**src/rtl/adcseq_pkg.sv**
```systemverilog
package adcseq_pkg;

  typedef enum logic [1:0] {
    ENG_IDLE   = 2'd0,
    ENG_SAMPLE = 2'd1,
    ENG_LAUNCH = 2'd2,
    ENG_WAIT   = 2'd3
  } eng_state_e;

  // register map (word addresses)
  localparam int ADDR_CTRL  = 0;
  localparam int ADDR_STAT  = 1;
  localparam int ADDR_LEN   = 2;
  localparam int ADDR_ACQ   = 3;
  localparam int ADDR_CHSEL = 4;
  localparam int ADDR_RES   = 16;

  // control word bit positions (two bits each: [A, B])
  localparam int CB_START  = 0;
  localparam int CB_TRIGEN = 2;
  localparam int CB_IRQEN  = 4;
  localparam int CB_CLR    = 6;

  // status word bit positions
  localparam int SB_PEND = 0;
  localparam int SB_FLAG = 2;
  localparam int SB_BUSY = 4;
  localparam int SB_ENG  = 6;

  localparam int LEN_B_LSB = 8;

endpackage

```
**src/rtl/adcseq_regs.sv**
```systemverilog
module adcseq_regs
  import adcseq_pkg::*;
#(
  parameter int DATA_W = 16,
  parameter int ADDR_W = 5,
  parameter int CH_W   = 4,
  parameter int SLOTS  = 8,
  parameter int ACQ_W  = 4,
  localparam int CNT_W     = $clog2(SLOTS),
  localparam int CHAN_BITS = 2 * SLOTS * CH_W
)(
  input  logic                 clk,
  input  logic                 rst_n,
  input  logic                 wr_en,
  input  logic [ADDR_W-1:0]    addr,
  input  logic [DATA_W-1:0]    wr_data,
  input  logic [1:0]           trig,
  input  logic [1:0]           grant,
  input  logic [1:0]           seq_end,
  input  logic [1:0]           busy_seq,
  input  logic                 eng_busy,
  output logic [1:0]           pend,
  output logic [1:0]           flag,
  output logic [1:0]           trig_en,
  output logic [1:0]           irq_en,
  output logic [CNT_W-1:0]     len_a,
  output logic [CNT_W-1:0]     len_b,
  output logic [ACQ_W-1:0]     acq_len,
  output logic [CHAN_BITS-1:0] chan_map,
  output logic [DATA_W-1:0]    reg_rdata
);

  localparam int SEL_WORDS = (CHAN_BITS + DATA_W - 1) / DATA_W;

  logic                 ctrl_we, len_we, acq_we;
  logic [SEL_WORDS-1:0] sel_we;
  logic [1:0]           cpu_set, hw_set, cpu_clr;
  logic [1:0]           pend_d, flag_d;
  logic [DATA_W-1:0]    sel_q [SEL_WORDS];
  logic [SEL_WORDS*DATA_W-1:0] sel_flat;

  assign ctrl_we = wr_en && (int'(addr) == ADDR_CTRL);
  assign len_we  = wr_en && (int'(addr) == ADDR_LEN);
  assign acq_we  = wr_en && (int'(addr) == ADDR_ACQ);

  // Per-sequencer pending and flag arbitration: any set beats the clear.
  for (genvar g = 0; g < 2; g++) begin : g_seq
    assign cpu_set[g] = ctrl_we & wr_data[CB_START + g];
    assign hw_set[g]  = trig[g] & trig_en[g];
    assign cpu_clr[g] = ctrl_we & wr_data[CB_CLR + g];
    assign pend_d[g]  = (pend[g] & ~grant[g]) | cpu_set[g] | hw_set[g];
    assign flag_d[g]  = (flag[g] & ~cpu_clr[g]) | (seq_end[g] & irq_en[g]);

    p_cpu_set_wins_r5: assert property (@(posedge clk) disable iff (!rst_n)
      cpu_set[g] |=> pend[g]);
    p_pending_held_r3: assert property (@(posedge clk) disable iff (!rst_n)
      (pend[g] && !grant[g]) |=> pend[g]);
    p_rise_has_cause_r4: assert property (@(posedge clk) disable iff (!rst_n)
      $rose(pend[g]) |-> $past(cpu_set[g] || hw_set[g]));
    p_flag_on_end_r12: assert property (@(posedge clk) disable iff (!rst_n)
      (seq_end[g] && irq_en[g]) |=> flag[g]);
  end

  always_ff @(posedge clk or negedge rst_n) begin
    if (!rst_n) begin
      pend    <= '0;
      flag    <= '0;
      trig_en <= '0;
      irq_en  <= '0;
      len_a   <= '0;
      len_b   <= '0;
      acq_len <= '0;
    end else begin
      pend <= pend_d;
      flag <= flag_d;
      if (ctrl_we) begin
        trig_en <= wr_data[CB_TRIGEN +: 2];
        irq_en  <= wr_data[CB_IRQEN +: 2];
      end
      if (len_we) begin
        len_a <= wr_data[CNT_W-1:0];
        len_b <= wr_data[LEN_B_LSB +: CNT_W];
      end
      if (acq_we) begin
        acq_len <= wr_data[ACQ_W-1:0];
      end
    end
  end

  // Channel-select words, one register per word.
  for (genvar w = 0; w < SEL_WORDS; w++) begin : g_sel
    logic [DATA_W-1:0] word_q;
    assign sel_we[w] = wr_en && (int'(addr) == ADDR_CHSEL + w);
    always_ff @(posedge clk or negedge rst_n) begin
      if (!rst_n) begin
        word_q <= '0;
      end else if (sel_we[w]) begin
        word_q <= wr_data;
      end
    end
    assign sel_q[w] = word_q;
    assign sel_flat[w*DATA_W +: DATA_W] = word_q;
  end

  assign chan_map = sel_flat[CHAN_BITS-1:0];

  // Read mux; start and clear bits read as zero.
  always_comb begin
    reg_rdata = '0;
    if (int'(addr) == ADDR_CTRL) begin
      reg_rdata[CB_TRIGEN +: 2] = trig_en;
      reg_rdata[CB_IRQEN +: 2]  = irq_en;
    end else if (int'(addr) == ADDR_STAT) begin
      reg_rdata[SB_PEND +: 2] = pend;
      reg_rdata[SB_FLAG +: 2] = flag;
      reg_rdata[SB_BUSY +: 2] = busy_seq;
      reg_rdata[SB_ENG]       = eng_busy;
    end else if (int'(addr) == ADDR_LEN) begin
      reg_rdata[CNT_W-1:0]           = len_a;
      reg_rdata[LEN_B_LSB +: CNT_W]  = len_b;
    end else if (int'(addr) == ADDR_ACQ) begin
      reg_rdata[ACQ_W-1:0] = acq_len;
    end else begin
      for (int w = 0; w < SEL_WORDS; w++) begin
        if (int'(addr) == ADDR_CHSEL + w) reg_rdata = sel_q[w];
      end
    end
  end

endmodule

```
**src/rtl/adcseq_engine.sv**
```systemverilog
module adcseq_engine
  import adcseq_pkg::*;
#(
  parameter int SLOTS = 8,
  parameter int CH_W  = 4,
  parameter int ACQ_W = 4,
  parameter int RES_W = 12,
  localparam int CNT_W     = $clog2(SLOTS),
  localparam int IDX_W     = CNT_W + 1,
  localparam int CHAN_BITS = 2 * SLOTS * CH_W
)(
  input  logic                 clk,
  input  logic                 rst_n,
  input  logic [1:0]           pend,
  input  logic [CNT_W-1:0]     len_a,
  input  logic [CNT_W-1:0]     len_b,
  input  logic [ACQ_W-1:0]     acq_len,
  input  logic [CHAN_BITS-1:0] chan_map,
  input  logic                 conv_done,
  input  logic [RES_W-1:0]     conv_data,
  output logic [1:0]           grant,
  output logic [1:0]           seq_end,
  output logic [1:0]           busy_seq,
  output logic                 eng_busy,
  output logic                 conv_sample,
  output logic                 conv_start,
  output logic [CH_W-1:0]      conv_chan,
  output logic                 res_we,
  output logic [IDX_W-1:0]     res_idx,
  output logic [RES_W-1:0]     res_data
);

  eng_state_e       state_q, state_d;
  logic             act_q, act_d;
  logic [CNT_W-1:0] slot_q, slot_d;
  logic [ACQ_W-1:0] acq_q, acq_d;
  logic [CNT_W-1:0] last_slot;
  logic             idle, at_last;

  assign idle      = (state_q == ENG_IDLE);
  assign last_slot = act_q ? len_b : len_a;
  assign at_last   = (slot_q == last_slot);

  // fixed priority: sequencer A ahead of B
  assign grant[0] = idle & pend[0];
  assign grant[1] = idle & ~pend[0] & pend[1];

  always_comb begin
    state_d = state_q;
    act_d   = act_q;
    slot_d  = slot_q;
    acq_d   = acq_q;
    case (state_q)
      ENG_IDLE: begin
        if (|grant) begin
          act_d   = grant[1];
          slot_d  = '0;
          acq_d   = '0;
          state_d = ENG_SAMPLE;
        end
      end
      ENG_SAMPLE: begin
        if (acq_q == acq_len) state_d = ENG_LAUNCH;
        else                  acq_d   = acq_q + ACQ_W'(1);
      end
      ENG_LAUNCH: state_d = ENG_WAIT;
      ENG_WAIT: begin
        if (conv_done) begin
          if (at_last) begin
            state_d = ENG_IDLE;
          end else begin
            slot_d  = slot_q + CNT_W'(1);
            acq_d   = '0;
            state_d = ENG_SAMPLE;
          end
        end
      end
      default: state_d = ENG_IDLE;
    endcase
  end

  always_ff @(posedge clk or negedge rst_n) begin
    if (!rst_n) begin
      state_q <= ENG_IDLE;
      act_q   <= 1'b0;
      slot_q  <= '0;
      acq_q   <= '0;
    end else begin
      state_q <= state_d;
      act_q   <= act_d;
      slot_q  <= slot_d;
      acq_q   <= acq_d;
    end
  end

  assign eng_busy    = !idle;
  assign busy_seq    = eng_busy ? (act_q ? 2'b10 : 2'b01) : 2'b00;
  assign conv_sample = (state_q == ENG_SAMPLE);
  assign conv_start  = (state_q == ENG_LAUNCH);
  assign res_we      = (state_q == ENG_WAIT) && conv_done;
  assign res_idx     = {act_q, slot_q};
  assign res_data    = conv_data;
  assign conv_chan   = chan_map[res_idx*CH_W +: CH_W];
  assign seq_end     = (res_we && at_last) ? (act_q ? 2'b10 : 2'b01) : 2'b00;

  p_grant_onehot_r9: assert property (@(posedge clk) disable iff (!rst_n)
    $onehot0(grant));
  p_a_first_r9: assert property (@(posedge clk) disable iff (!rst_n)
    grant[1] |-> !pend[0]);
  p_start_after_sample_r7: assert property (@(posedge clk) disable iff (!rst_n)
    conv_start |-> $past(conv_sample));
  p_start_single_r7: assert property (@(posedge clk) disable iff (!rst_n)
    conv_start |=> !conv_start);
  p_stop_after_end_r8: assert property (@(posedge clk) disable iff (!rst_n)
    (seq_end != 2'b00) |=> (!conv_sample && !conv_start));
  p_store_on_done_r11: assert property (@(posedge clk) disable iff (!rst_n)
    res_we |-> conv_done);

endmodule

```
**src/rtl/adcseq_results.sv**
```systemverilog
module adcseq_results #(
  parameter int NSLOT = 16,
  parameter int RES_W = 12,
  localparam int IDX_W = $clog2(NSLOT)
)(
  input  logic             clk,
  input  logic             rst_n,
  input  logic             we,
  input  logic [IDX_W-1:0] widx,
  input  logic [RES_W-1:0] wdata,
  input  logic [IDX_W-1:0] ridx,
  output logic [RES_W-1:0] rdata
);

  logic [RES_W-1:0] slot_val [NSLOT];

  for (genvar s = 0; s < NSLOT; s++) begin : g_slot
    logic             hit;
    logic [RES_W-1:0] val_q;
    assign hit = we && (widx == IDX_W'(s));
    always_ff @(posedge clk or negedge rst_n) begin
      if (!rst_n) begin
        val_q <= '0;
      end else if (hit) begin
        val_q <= wdata;
      end
    end
    assign slot_val[s] = val_q;
  end

  assign rdata = slot_val[ridx];

endmodule

```
**src/rtl/adc_dualseq_ctrl.sv**
```systemverilog
module adc_dualseq_ctrl
  import adcseq_pkg::*;
#(
  parameter int DATA_W = 16,
  parameter int ADDR_W = 5,
  parameter int CH_W   = 4,
  parameter int SLOTS  = 8,
  parameter int ACQ_W  = 4,
  parameter int RES_W  = 12
)(
  input  logic              clk,
  input  logic              rst_n,
  input  logic              reg_we,
  input  logic [ADDR_W-1:0] reg_addr,
  input  logic [DATA_W-1:0] reg_wdata,
  output logic [DATA_W-1:0] reg_rdata,
  input  logic              trig_a,
  input  logic              trig_b,
  output logic              conv_sample,
  output logic              conv_start,
  output logic [CH_W-1:0]   conv_chan,
  input  logic              conv_done,
  input  logic [RES_W-1:0]  conv_data,
  output logic              irq_a,
  output logic              irq_b
);

  localparam int CNT_W     = $clog2(SLOTS);
  localparam int IDX_W     = CNT_W + 1;
  localparam int NSLOT     = 2 * SLOTS;
  localparam int CHAN_BITS = NSLOT * CH_W;

  logic [1:0]           pend, flag, trig_en, irq_en;
  logic [1:0]           grant, seq_end, busy_seq;
  logic                 eng_busy;
  logic [CNT_W-1:0]     len_a, len_b;
  logic [ACQ_W-1:0]     acq_len;
  logic [CHAN_BITS-1:0] chan_map;
  logic [DATA_W-1:0]    cfg_rdata;
  logic                 res_we;
  logic [IDX_W-1:0]     res_widx, res_ridx;
  logic [RES_W-1:0]     res_wdata, res_rdata;
  logic                 is_res;

  adcseq_regs #(
    .DATA_W(DATA_W), .ADDR_W(ADDR_W), .CH_W(CH_W), .SLOTS(SLOTS), .ACQ_W(ACQ_W)
  ) u_regs (
    .clk(clk), .rst_n(rst_n),
    .wr_en(reg_we), .addr(reg_addr), .wr_data(reg_wdata),
    .trig({trig_b, trig_a}), .grant(grant), .seq_end(seq_end),
    .busy_seq(busy_seq), .eng_busy(eng_busy),
    .pend(pend), .flag(flag), .trig_en(trig_en), .irq_en(irq_en),
    .len_a(len_a), .len_b(len_b), .acq_len(acq_len),
    .chan_map(chan_map), .reg_rdata(cfg_rdata)
  );

  adcseq_engine #(
    .SLOTS(SLOTS), .CH_W(CH_W), .ACQ_W(ACQ_W), .RES_W(RES_W)
  ) u_engine (
    .clk(clk), .rst_n(rst_n),
    .pend(pend), .len_a(len_a), .len_b(len_b), .acq_len(acq_len),
    .chan_map(chan_map), .conv_done(conv_done), .conv_data(conv_data),
    .grant(grant), .seq_end(seq_end), .busy_seq(busy_seq), .eng_busy(eng_busy),
    .conv_sample(conv_sample), .conv_start(conv_start), .conv_chan(conv_chan),
    .res_we(res_we), .res_idx(res_widx), .res_data(res_wdata)
  );

  adcseq_results #(
    .NSLOT(NSLOT), .RES_W(RES_W)
  ) u_results (
    .clk(clk), .rst_n(rst_n),
    .we(res_we), .widx(res_widx), .wdata(res_wdata),
    .ridx(res_ridx), .rdata(res_rdata)
  );

  assign is_res   = (int'(reg_addr) >= ADDR_RES) && (int'(reg_addr) < ADDR_RES + NSLOT);
  assign res_ridx = IDX_W'(reg_addr - ADDR_W'(ADDR_RES));
  assign reg_rdata = is_res ? DATA_W'(res_rdata) : cfg_rdata;

  assign irq_a = flag[0];
  assign irq_b = flag[1];

endmodule

```
**config.mk**
```make
export PLATFORM = sky130hd
export DESIGN_NAME = adc_dualseq_ctrl
export DESIGN_NICKNAME = d
export VERILOG_FILES = /design/src/rtl/adcseq_pkg.sv /design/src/rtl/adcseq_regs.sv /design/src/rtl/adcseq_engine.sv /design/src/rtl/adcseq_results.sv /design/src/rtl/adc_dualseq_ctrl.sv
export SDC_FILE = /design/constraint.sdc
export NUM_CORES = 1
export LEC_CHECK = 0
export ABC_AREA = 0
export BUFFER_PORTS_ARGS = -buffer_cell sky130_fd_sc_hd__buf_4
export CAP_MARGIN = 5
export CELL_PAD_IN_SITES_DETAIL_PLACEMENT = 0
export CELL_PAD_IN_SITES_GLOBAL_PLACEMENT = 2
export CORE_ASPECT_RATIO = 0.75
export CORE_UTILIZATION = 47
export CTS_BUF_LIST = sky130_fd_sc_hd__clkbuf_8
export DETAILED_ROUTE_END_ITERATION = 12
export PLACE_DENSITY = 0.92
export SETUP_SLACK_MARGIN = 0.4
export SYNTH_ARGS = -nofsm -noshare
export SYNTH_HDL_FRONTEND = slang
export SYNTH_SLANG_ARGS = --single-unit
```
**constraint.sdc**
```tcl
create_clock -name clk -period 3 [get_ports clk]
set_input_delay 0.45 -clock clk [delete_from_list [all_inputs] [get_ports clk]]
set_output_delay 0.45 -clock clk [all_outputs]
set_load 0.01 [all_outputs]
```
==> metrics.md <==
| Metric | Value |
|---|---|
| Max-slew violation count | 0 |
| Period utilization | 94.9% |
| Ys async rst share | 100% |
| CP arrival | 2.40 ns |
| Sequential fraction of the synthesis area | 50.4% |
| Data required, critical path | 2.55 ns |
| Total power | 12.9 mW |
| Multi-input logic area | 0.00662 sq mm |
| DIE HEIGHT | 152 um |
| Final ANT Viol Nets | 0 |
| Synthesis-stage register bit count | 284 |
| Vias in the first global route | 9322 |
| P per Cell Area | 787 mW/mm^2 |
| Die X | 202 um |
| DRC Markers | 0 |
| # nets final | 1141 |
| CP startpoint kind | flop |
| Finish-stage setup viols | 0 |
| Least-Margin Pin Slew | 0.811 ns |
| Clock Sinks | 284 |
| First-pass GRT wire length | 58200 um |
| Syn Nets | 1039 |
| Syn Std Cell Area | 0.0141 sq mm |
| Critical setup path kind | flop to output pin |
| TritonRoute pass-1 iters | 5 |
| CP Max Fanout | 20 |
| Later-pin clock latency in the skew report | 0.58 ns |
| HP Class | input pin to flop |
| Setup TNS | 0 ns |
| Clock Tree Root | clkbuf_8 |
| Worst setup EP type | output pin |
| Leak | 7.49 nW |
| I/O pins | 63 |
| Number of enable flip-flop cells after synthesis | 0 |
| Relative slew slack | 45.8% |
| Antenna cells | 0 |
| Worst IR Drop VDD | 0.000421 V |
| Reg-to-reg setup timing slack | 0.53 ns |
| Mapped Cells | 990 |
| Detailed placement HPWL | 24600 um |
| Synth area leaders | dfrtp_1 (50%), mux2_2 (22%), mux4_2 (11%) |
| Area growth from synthesis to layout | 15.7% |
| Register area | 0.00711 sq mm |
| Min Tclk post-route | 2.85 ns |
| Setup Skew | 0.0227 ns |
| CTS tree | yes |
| Synth cell types | 65 |
| CTS buffer count | 44 |
| Yosys top cell by area | dfrtp_1 |
| DRT iter0 DRCs | 585 |
| Deepest clock path buffer count | 3 |
| GRT Resource Usage Total | 24.8% |
| Ys Warns | 0 |
| Buffers on Ports | 62 |
| Fmax | 351 MHz |
| Core footprint | 0.0293 sq mm |
| Drt wl/cell | 24.2 um |
| GP Congestion | 0.862 |
| Global route overflow | 0 |
| Cell count after placement | 1429 |
| Outcome | finished clean |
| Final Hold Viols | 0 |
| Finished Layout Cells | 1515 |
| RSZ-0062 raised after global routing | true |
| Main synth FF type | dfrtp_1 |
| Max Cap Viol | 0 |
| Mapped Avg Cell Area | 14.3 sq um |
| Starting density of the core | 48.1% |
| DR vias | 9032 |
| Fillcell total | 2435 |
| Site Rows | 54 |
| Vias per cell | 5.96 |
| DRT Wirelength | 36700 um |
| H-tree depth | 2 |
| Largest net degree at the start of global routing | 82 |
| Clock slew at reported path FFs | 0.07 ns |
| Post-synth top area share | 50.4% |
| Fraction of layout cells with a size suffix above 1 | 51.8% |
| DIE AREA | 0.0307 sq mm |
| Initial antenna violation count | 0 |
==> stage by stage <==
stage	setup slack, ns	utilization, %	hold WS (ns)	instance area (sq um)
after floorplan	0.751	-	0.154	14100
after global placement	0.300	51.8	0.483	15200
after detailed placement	0.274	51.8	0.487	15200
after CTS	0.130	55.4	0.0917	16200
after global routing	0.102	55.7	0.106	16300
final	0.153	55.7	0.121	16300
==> flip-flops by register name, indices dropped and copies added, names as in the netlist, 3 cells and up <==
register                flops
u_results.g_slot.val_q    192
u_regs.acq_len              4
u_regs.len_a                3
u_engine.slot_q             3
u_regs.g_sel.word_q        64
u_regs.len_b                3
u_engine.acq_q              4
==> layout make-up <==
| cell class | count | area share [%] |
|---|---|---|
| Sequential cell | 284 | 43.6 |
| Tap cell | 392 | 3.00 |
| Clock buffer | 54 | 4.55 |
| Inverter | 14 | 0.322 |
| Multi-Input combinational cell | 615 | 40.5 |
| Timing Repair Buffer | 133 | 7.05 |
| Clock inverter | 23 | 0.966 |
==> worst paths after layout <==
kind / from / to / cells past startpoint
worst max-delay path: u_engine.slot_q[1]$_DFFE_PN0P_ / conv_chan[0] / 3
worst min-delay path: reg_wdata[14] / u_regs.g_sel[1].word_q[14]$_DFFE_PN0P_ / 2
worst max register to register: u_engine.slot_q[0]$_DFFE_PN0P_ / u_results.g_slot[13].val_q[7]$_DFFE_PN0P_ / 9
worst min register to register: u_results.g_slot[13].val_q[9]$_DFFE_PN0P_ / u_results.g_slot[13].val_q[9]$_DFFE_PN0P_ / 1
max in group asynchronous: rst_n / u_engine.slot_q[0]$_DFFE_PN0P_ / 3
min in group asynchronous: rst_n / u_results.g_slot[13].val_q[5]$_DFFE_PN0P_ / 2
==> cell usage in the layout, fill, tap and decap left out, types with 3 or more instances in the layout <==
| master | instances |
|---|---|
| dfrtp_1 | 281 |
| mux2_2 | 273 |
| buf_4 | 116 |
| mux4_2 | 74 |
| clkbuf_8 | 54 |
| nand2_1 | 32 |
| nor2_1 | 31 |
| mux2i_1 | 25 |
| inv_1 | 22 |
| a21oi_1 | 18 |
| nand2b_1 | 15 |
| nand3_1 | 11 |
| clkinv_2 | 11 |
| nor2b_1 | 10 |
| ha_1 | 9 |
| buf_12 | 8 |
| nor3_1 | 7 |
| o21ai_2 | 7 |
| xnor2_1 | 7 |
| o21ai_0 | 6 |
| buf_6 | 6 |
| and3_1 | 5 |
| o21ai_1 | 5 |
| nand2_2 | 4 |
| a21oi_2 | 4 |
| o211ai_1 | 4 |
| a31oi_1 | 4 |
| o22a_1 | 3 |
| a2111oi_0 | 3 |
| nand4_1 | 3 |
| a211o_1 | 3 |
| dfrtp_2 | 3 |
==> repair_timing <==
item | CTS | global route
pin swaps | 3 | 6
hold buffers | 1 | 0
setup endpoints to repair | 14 | 15
hold endpoints to repair | 75 | 0
setup buffers | 3 | 4
gates resized for setup | 28 | 24
gates cloned | 1 | 0
==> Yosys cell counts (all sizes together), types with 2 or more instances <==
master / count
nor3: 8
xnor2: 7
o22ai: 3
clkbuf: 21
o22a: 4
nand3: 12
inv: 14
mux2: 274
ha: 10
nor2b: 10
nand2: 36
mux2i: 26
nor2: 33
a32o: 2
o211ai: 4
dfrtp: 284
a22oi: 2
a211oi: 2
a2bb2oi: 2
or3: 3
nand2b: 15
a21oi: 22
o21ai: 18
a211o: 3
and3: 5
a31oi: 4
a2111oi: 3
a221oi: 2
nand4: 3
mux4: 75
and2b: 2
buf: 56
o31ai: 2
==> routing by layer <==
metal  up-vias  GRT usage (%)  wire [um]
met5         -              0          0
met4         0           5.74        618
met3        57           5.71       2660
met2       303           34.8      15900
met1      4776           38.8      17500
li1       3896              -          -
==> cells by family (layout without fill, tap and decap cells) <==
logic type / Yosys count / after routing / share of synthesized area (%)
flip-flops: 284 / 284 / 50.4
AND/OR/NAND/NOR: 135 / 135 / 4.89
XOR/XNOR: 7 / 7 / 0.434
adder cells (fa/ha/maj): 10 / 10 / 0.887
AO/OA/AOI/OAI: 88 / 88 / 4.22
buffers and inverters: 91 / 224 / 3.42
multiplexers: 375 / 375 / 35.8
==> worst max-delay path, cell delays in order, from the launching register on <==
cell,delay (ns)
dfrtp_2,0.72
mux4_2,0.40
mux4_2,0.53
buf_4,0.17
==> report_power, final <==
part	total [mW]	internal [mW]	switching (mW)
Sequential	5.74	4.96	0.783
Combinational	3.76	2.23	1.52
Clock	3.35	1.80	1.55
Total	12.9	9.00	3.86
(Power assumes the default switching activity.)
